[config.mk]
export PLATFORM = sky130hd
export DESIGN_NAME = sdram_cmd_monitor
export DESIGN_NICKNAME = d
export VERILOG_FILES = /design/src/rtl/sdram_mon_pkg.sv /design/src/rtl/sdram_cmd_decode.sv /design/src/rtl/sdram_bank_tracker.sv /design/src/rtl/sdram_mode_ctrl.sv /design/src/rtl/sdram_dqm_pipe.sv /design/src/rtl/sdram_cmd_monitor.sv
export SDC_FILE = /design/constraint.sdc
export NUM_CORES = 1
export LEC_CHECK = 0
export ABC_CLOCK_PERIOD_IN_PS = 5600
export BUFFER_PORTS_ARGS = -buffer_cell sky130_fd_sc_hd__buf_4
export CAP_MARGIN = 20
export CORE_UTILIZATION = 50
export CTS_CLUSTER_DIAMETER = 120
export DETAILED_ROUTE_END_ITERATION = 12
export GPL_ROUTABILITY_DRIVEN = 0
export PLACE_DENSITY = 0.75
export SYNTH_ARGS = -nofsm -noshare
export SYNTH_HDL_FRONTEND = slang
export SYNTH_HIERARCHICAL = 1
export SYNTH_SLANG_ARGS = --single-unit
[constraint.sdc]
create_clock -name clk -period 5.6 [get_ports clk]
set_clock_uncertainty 0.05 [all_clocks]
set_input_delay 0.56 -clock clk [delete_from_list [all_inputs] [get_ports clk]]
set_output_delay 0.56 -clock clk [all_outputs]
set_load 0.05 [all_outputs]
[src/rtl/sdram_mon_pkg.sv]
package sdram_mon_pkg;

    typedef enum logic [3:0] {
        CMD_INHIBIT   = 4'd0,
        CMD_NOP       = 4'd1,
        CMD_ACTIVE    = 4'd2,
        CMD_READ      = 4'd3,
        CMD_WRITE     = 4'd4,
        CMD_BSTOP     = 4'd5,
        CMD_PRECHARGE = 4'd6,
        CMD_AUTOREF   = 4'd7,
        CMD_SELFREF   = 4'd8,
        CMD_LOADMODE  = 4'd9
    } cmd_e;

    typedef struct packed {
        cmd_e kind;
        logic exec;
        logic cke_bad;
    } dec_t;

    // Bit of the address bus that carries the precharge qualifier
    localparam int QUAL_BIT = 10;
    // Read data mask alignment in cycles
    localparam int RD_LAT   = 2;

    function automatic cmd_e classify(input logic [3:0] pins, input logic cke);
        cmd_e c;
        case (pins)
            4'b0111: c = CMD_NOP;
            4'b0011: c = CMD_ACTIVE;
            4'b0101: c = CMD_READ;
            4'b0100: c = CMD_WRITE;
            4'b0110: c = CMD_BSTOP;
            4'b0010: c = CMD_PRECHARGE;
            4'b0001: c = cke ? CMD_AUTOREF : CMD_SELFREF;
            4'b0000: c = CMD_LOADMODE;
            default: c = CMD_INHIBIT;
        endcase
        return c;
    endfunction

    function automatic logic is_exec(input cmd_e c);
        return (c != CMD_INHIBIT) && (c != CMD_NOP);
    endfunction

    function automatic logic is_access(input cmd_e c);
        return (c == CMD_READ) || (c == CMD_WRITE);
    endfunction

endpackage

[src/rtl/sdram_cmd_decode.sv]
module sdram_cmd_decode
    import sdram_mon_pkg::*;
(
    input  logic cs_n,
    input  logic ras_n,
    input  logic cas_n,
    input  logic we_n,
    input  logic cke,
    output dec_t dec
);
    cmd_e kind;

    always_comb begin
        kind        = classify({cs_n, ras_n, cas_n, we_n}, cke);
        dec.kind    = kind;
        dec.exec    = is_exec(kind);
        // clock enable must be high except when entering self refresh
        dec.cke_bad = !cke && is_exec(kind) && (kind != CMD_SELFREF);
    end
endmodule

[src/rtl/sdram_bank_tracker.sv]
module sdram_bank_tracker
    import sdram_mon_pkg::*;
#(
    parameter int NUM_BANKS = 4,
    parameter int BA_W      = 2,
    parameter int ROW_W     = 13,
    parameter int AP_CYC    = 4
) (
    input  logic                       clk,
    input  logic                       rst,
    input  cmd_e                       kind,
    input  logic [BA_W-1:0]            bank,
    input  logic [ROW_W-1:0]           row,
    input  logic                       qual,
    output logic [NUM_BANKS-1:0]       open_o,
    output logic [NUM_BANKS*ROW_W-1:0] row_o,
    output logic                       reopen_viol,
    output logic                       idle_viol
);
    localparam int CNT_W = $clog2(AP_CYC + 1);

    for (genvar i = 0; i < NUM_BANKS; i++) begin : g_bank
        logic             open_q;
        logic [ROW_W-1:0] row_q;
        logic [CNT_W-1:0] ap_cnt;
        logic             hit;

        assign hit = (bank == BA_W'(i));

        always_ff @(posedge clk) begin
            if (rst) begin
                open_q <= 1'b0;
                row_q  <= '0;
                ap_cnt <= '0;
            end else if (kind == CMD_PRECHARGE && (qual || hit)) begin
                open_q <= 1'b0;
                ap_cnt <= '0;
            end else if (kind == CMD_ACTIVE && hit && !open_q) begin
                open_q <= 1'b1;
                row_q  <= row;
            end else if (is_access(kind) && hit && open_q && qual) begin
                ap_cnt <= CNT_W'(AP_CYC);
            end else if (ap_cnt == CNT_W'(1)) begin
                open_q <= 1'b0;
                ap_cnt <= '0;
            end else if (ap_cnt != '0) begin
                ap_cnt <= ap_cnt - CNT_W'(1);
            end
        end

        assign open_o[i]                = open_q;
        assign row_o[i*ROW_W +: ROW_W]  = row_q;
    end

    always_comb begin
        reopen_viol = (kind == CMD_ACTIVE) && open_o[bank];
        idle_viol   = is_access(kind) && !open_o[bank];
    end
endmodule

[src/rtl/sdram_mode_ctrl.sv]
module sdram_mode_ctrl
    import sdram_mon_pkg::*;
#(
    parameter int MODE_W  = 12,
    parameter int MRD_CYC = 2
) (
    input  logic              clk,
    input  logic              rst,
    input  dec_t              dec,
    input  logic [MODE_W-1:0] op,
    input  logic              any_open,
    output logic [MODE_W-1:0] mode_o,
    output logic              load_viol,
    output logic              early_viol
);
    localparam int CNT_W = $clog2(MRD_CYC + 1);

    logic [CNT_W-1:0] wait_cnt;

    always_comb begin
        load_viol  = (dec.kind == CMD_LOADMODE) && any_open;
        early_viol = dec.exec && (wait_cnt != '0);
    end

    always_ff @(posedge clk) begin
        if (rst) begin
            mode_o   <= '0;
            wait_cnt <= '0;
        end else if (dec.kind == CMD_LOADMODE && !any_open) begin
            mode_o   <= op;
            wait_cnt <= CNT_W'(MRD_CYC - 1);
        end else if (wait_cnt != '0) begin
            wait_cnt <= wait_cnt - CNT_W'(1);
        end
    end
endmodule

[src/rtl/sdram_dqm_pipe.sv]
module sdram_dqm_pipe
    import sdram_mon_pkg::*;
#(
    parameter int DQM_W = 2
) (
    input  logic             clk,
    input  logic             rst,
    input  logic [DQM_W-1:0] dqm,
    output logic [DQM_W-1:0] wr_en_o,
    output logic [DQM_W-1:0] rd_en_o
);
    logic [DQM_W-1:0] stg [RD_LAT+1];

    always_ff @(posedge clk) begin
        if (rst) stg[0] <= '0;
        else     stg[0] <= ~dqm;
    end

    for (genvar j = 1; j <= RD_LAT; j++) begin : g_stage
        always_ff @(posedge clk) begin
            if (rst) stg[j] <= '0;
            else     stg[j] <= stg[j-1];
        end
    end

    assign wr_en_o = stg[0];
    assign rd_en_o = stg[RD_LAT];
endmodule

[src/rtl/sdram_cmd_monitor.sv]
module sdram_cmd_monitor
    import sdram_mon_pkg::*;
#(
    parameter int NUM_BANKS = 4,
    parameter int BA_W      = $clog2(NUM_BANKS),
    parameter int ADDR_W    = 13,
    parameter int ROW_W     = 13,
    parameter int MODE_W    = 12,
    parameter int DQM_W     = 2,
    parameter int MRD_CYC   = 2,
    parameter int AP_CYC    = 4
) (
    input  logic                       clk,
    input  logic                       rst,
    input  logic                       cs_n,
    input  logic                       ras_n,
    input  logic                       cas_n,
    input  logic                       we_n,
    input  logic                       cke,
    input  logic [BA_W-1:0]            ba,
    input  logic [ADDR_W-1:0]          addr,
    input  logic [DQM_W-1:0]           dqm,
    output logic [3:0]                 cmd_o,
    output logic [NUM_BANKS-1:0]       bank_open_o,
    output logic [NUM_BANKS*ROW_W-1:0] bank_row_o,
    output logic                       auto_pre_o,
    output logic [MODE_W-1:0]          mode_o,
    output logic [DQM_W-1:0]           wr_en_o,
    output logic [DQM_W-1:0]           rd_en_o,
    output logic                       violation_o
);
    dec_t dec;
    logic reopen_viol, idle_viol, load_viol, early_viol;
    logic qual;
    cmd_e cmd_q;
    logic ap_q, viol_q;

    assign qual = addr[QUAL_BIT];

    sdram_cmd_decode u_dec (
        .cs_n (cs_n),
        .ras_n(ras_n),
        .cas_n(cas_n),
        .we_n (we_n),
        .cke  (cke),
        .dec  (dec)
    );

    sdram_bank_tracker #(
        .NUM_BANKS(NUM_BANKS),
        .BA_W     (BA_W),
        .ROW_W    (ROW_W),
        .AP_CYC   (AP_CYC)
    ) u_banks (
        .clk        (clk),
        .rst        (rst),
        .kind       (dec.kind),
        .bank       (ba),
        .row        (addr[ROW_W-1:0]),
        .qual       (qual),
        .open_o     (bank_open_o),
        .row_o      (bank_row_o),
        .reopen_viol(reopen_viol),
        .idle_viol  (idle_viol)
    );

    sdram_mode_ctrl #(
        .MODE_W (MODE_W),
        .MRD_CYC(MRD_CYC)
    ) u_mode (
        .clk       (clk),
        .rst       (rst),
        .dec       (dec),
        .op        (addr[MODE_W-1:0]),
        .any_open  (|bank_open_o),
        .mode_o    (mode_o),
        .load_viol (load_viol),
        .early_viol(early_viol)
    );

    sdram_dqm_pipe #(
        .DQM_W(DQM_W)
    ) u_dqm (
        .clk    (clk),
        .rst    (rst),
        .dqm    (dqm),
        .wr_en_o(wr_en_o),
        .rd_en_o(rd_en_o)
    );

    always_ff @(posedge clk) begin
        if (rst) begin
            cmd_q  <= CMD_INHIBIT;
            ap_q   <= 1'b0;
            viol_q <= 1'b0;
        end else begin
            cmd_q  <= dec.kind;
            ap_q   <= is_access(dec.kind) && qual;
            viol_q <= dec.cke_bad | reopen_viol | idle_viol | load_viol | early_viol;
        end
    end

    assign cmd_o       = cmd_q;
    assign auto_pre_o  = ap_q;
    assign violation_o = viol_q;
endmodule

==> out/results.txt <==
Outcome = finished, final reports clean
Place WS = 1.87 ns
Pwr Density = 337 nW/µm²
Initial antenna violation count = 0
Final Cycle Share = 0.604
TritonCTS Buffers = 9
Yosys Warn Count = 6
Hold Path Class = in -> reg
CP Data Arrival Time = 3.57 ns
DR pass1 iterations = 5
Max stage delay on crit path = 0.69 ns
Share of layout cells above drive strength 1 = 0.231
Main synth FF type = dfxtp_1
Register area share after synthesis = 0.446
Setup TNS = 0 ns
Filler Cell Count = 710
Die footprint = 8810 µm²
Clock share of power = 0.248
Leak pwr = 2.11 nW
Tot GR Track Use = 0.233
Worst Hold Path Cells = 2
CP startpoint = we_n
Achievable Freq = 296 MHz
Total power = 0.00174 W
Final hold violations = 0
Slew HR = 0.328
Core ar. = 8180 µm²
Sequential group share of total power = 0.443
Placed cells = 666
Vias in the first global route = 3219
Peak supply drop = 0.170 mV
Worst Reg-to-Reg Cells = 3
Starting Density = 0.516
RR Startpoint = u_banks/g_bank[1].open_q$_SDFFE_PP0P_
Clock tree buffer depth = 2
Comb pwr share = 0.309
Unrepaired setup endpoints after global routing = false
Crit path buf inv count = 1
Die width = 93.8 µm
Wirelength, routed = 10.3 mm
Psw = 0.000608 W
Root Buffer = clkbuf_8
Post-CTS setup buffer count = 0
Critical path type = in -> reg
Wire per inst = 15.1 µm
Largest net degree at the start of global routing = 95
Port bufs = 101
Chip height = 93.8 µm
Actual slew at the worst max-slew pin = 1.00 ns
CP max FO = 17
Sink of the worst hold path = u_dqm/stg[0][1]$_SDFF_PP0_
Synth async-reset ratio = 0
Hold slack = 0.294 ns
Worst skew pair latency = 0.35 ns
FF+latch count, synth = 94
First-pass GRT wire length = 15.9 mm
Worst reg-to-reg setup slack = 3.54 ns
Gr ovfl total = 0
Delay-heaviest family, CP = simple AND/OR/NAND/NOR gates
Vias per Instance = 5.47
Syn Nets = 522
Critical Path RT = 5.79 ns
DRT iter0 DRCs = 256
Slowest CP cell = nor4b_2
MaxCap Viol Count = 0
PostCTS Resize Cnt = 0
Pint = 0.00113 W
Final cell count without fillers = 682
Minimum clock period = 3.38 ns
Final #Nets = 609
Kind of start point of the critical path = input port
Row count = 33
Final worst slack = 2.22 ns
H-tree level count = 3
Vias = 3729
I/O Pins = 102
Final Slew Violations = 0
Final setup fails = 0
Clock Sinks = 94
Nature of the critical path endpoint = flop
Synth Cell Area = 4220 µm²
Ranking of synthesized cells by area = dfxtp_1, nand2_1, mux2i_1
Post-synth cell types = 48
Area growth, synth to finish = 22.2%
Clock slew at reported path FFs = 0.09 ns
CTS tree = done
Post-synth EDFFs = 0
Hold wc startpoint = dqm[1]
Synthesized area per cell = 8.70 µm²
DRT antenna net count = 0
CP cell instances = buf_4, o21a_1, nor2_1, nor3b_1, nor4b_2, nand3b_1, and4_1, a2111oi_0
Top cell type's share of synthesized area = 0.446
DRC = 0
Top cell type by total area after synthesis = dfxtp_1
Sw Ratio = 0.350
Ant diodes = 0
Dpl hpwl = 7.18 mm
Reg2reg end = u_mode/mode_o[3]$_SDFFE_PP0P_
Hold-fix buffers, CTS = 0
Synth Instances = 485
## through the flow
| step | cell area, µm² | util |
|---|---|---|
| 3_3_place_gp | 4970 | 0.608 |
| 4_1_cts | 5150 | 0.630 |
| 5_1_grt | 5150 | 0.630 |
| 6_report | 5150 | 0.630 |
| 3_5_place_dp | 4970 | 0.608 |
| 2_1_floorplan | 4220 | - |
## layout by cell type, fill, tap and decap left out, types with 2 or more instances in the layout
cell	synthesis	final
a211oi_1	13	13
a21oi_1	49	49
a21oi_2	2	2
a31oi_1	5	5
and2_1	2	2
and2b_1	2	2
and4_1	3	3
buf_4	5	102
clkbuf_8	0	9
dfxtp_1	94	94
ha_1	13	13
inv_1	17	17
inv_6	0	4
mux2i_1	25	25
nand2_1	94	94
nand2b_1	33	33
nand3_1	3	3
nand3b_1	3	3
nand4_1	8	8
nor2_1	34	34
nor2b_1	12	12
nor3_1	5	5
nor3_2	2	2
nor3b_1	2	2
nor4_2	3	3
nor4bb_1	5	5
o2111ai_1	5	5
o21a_1	3	3
o21ai_0	4	4
or3_1	2	2
## cells by family after synthesis
| family | Yosys count | synth area share |
|---|---|---|
| adder cells (fa/ha/maj) | 13 | 0.0386 |
| XOR/XNOR | 1 | 0.00208 |
| flip-flops | 94 | 0.446 |
| buffers and inverters | 43 | 0.0498 |
| AO/OA/AOI/OAI | 85 | 0.124 |
| AND/OR/NAND/NOR | 223 | 0.275 |
| multiplexers | 26 | 0.0647 |
## synth_stat cells (8+ instances only)
library cell  instances
nand2_1              94
dfxtp_1              94
a21oi_1              49
inv_1                17
nand4_1               8
nand2b_1             33
mux2i_1              25
nor2_1               34
clkbuf_1             14
nor2b_1              12
a211oi_1             13
ha_1                 13
## area by class of cell
class / instances / area, µm² / area share
Multi-Input combinational cell: 348 / 2130 / 0.413
Timing Repair Buffer: 102 / 766 / 0.149
Clock inverter: 7 / 60.1 / 0.0117
Inverter: 17 / 63.8 / 0.0124
Sequential cell: 94 / 1880 / 0.365
Tap cell: 105 / 131 / 0.0255
Clock buffer: 9 / 124 / 0.0240
## worst max path at each step
stage / to / slack (ns) / depth (start not counted)
after CTS: u_banks/g_bank[1].ap_cnt[2]$_SDFFE_PP0P_ / 2.25 / 8
after global placement: u_banks/g_bank[1].ap_cnt[2]$_SDFFE_PP0P_ / 2.09 / 8
after detailed placement: u_banks/g_bank[1].ap_cnt[2]$_SDFFE_PP0P_ / 1.87 / 8
final: u_banks/g_bank[1].ap_cnt[2]$_SDFFE_PP0P_ / 2.22 / 8
after floorplan: u_banks/g_bank[3].row_q[1]$_SDFFE_PP0P_ / 2.81 / 10
after global routing: u_banks/g_bank[1].ap_cnt[2]$_SDFFE_PP0P_ / 1.87 / 8
## metal layers
layer,track usage,share of wire
met4,0.0795,0.0078
met3,0.0494,0.061
met1,0.310,0.45
met2,0.372,0.48
met5,0,0
## registers in the layout (all words and copies together), names as in the netlist
signal	flops
u_banks/g_bank.open_q	4
u_dqm/stg	6
u_banks/g_bank.row_q	52
u_banks/g_bank.ap_cnt	12
auto_pre_o	1
u_mode/mode_o	12
u_mode/wait_cnt	2
cmd_o	4
violation_o	1
## power groups by stage
| stage | logic (W) | registers [W] | clock network (W) |
|---|---|---|---|
| global placement | 0.000507 | 0.000780 | 0 |
| floorplan | 0.000384 | 0.000809 | 0 |
| global route | 0.000603 | 0.000779 | 0.000462 |
| finish | 0.000537 | 0.000770 | 0.000430 |
| detailed placement | 0.000530 | 0.000785 | 0 |
| CTS | 0.000537 | 0.000769 | 0.000439 |
No activity file was read; power rests on OpenSTA's default activity.
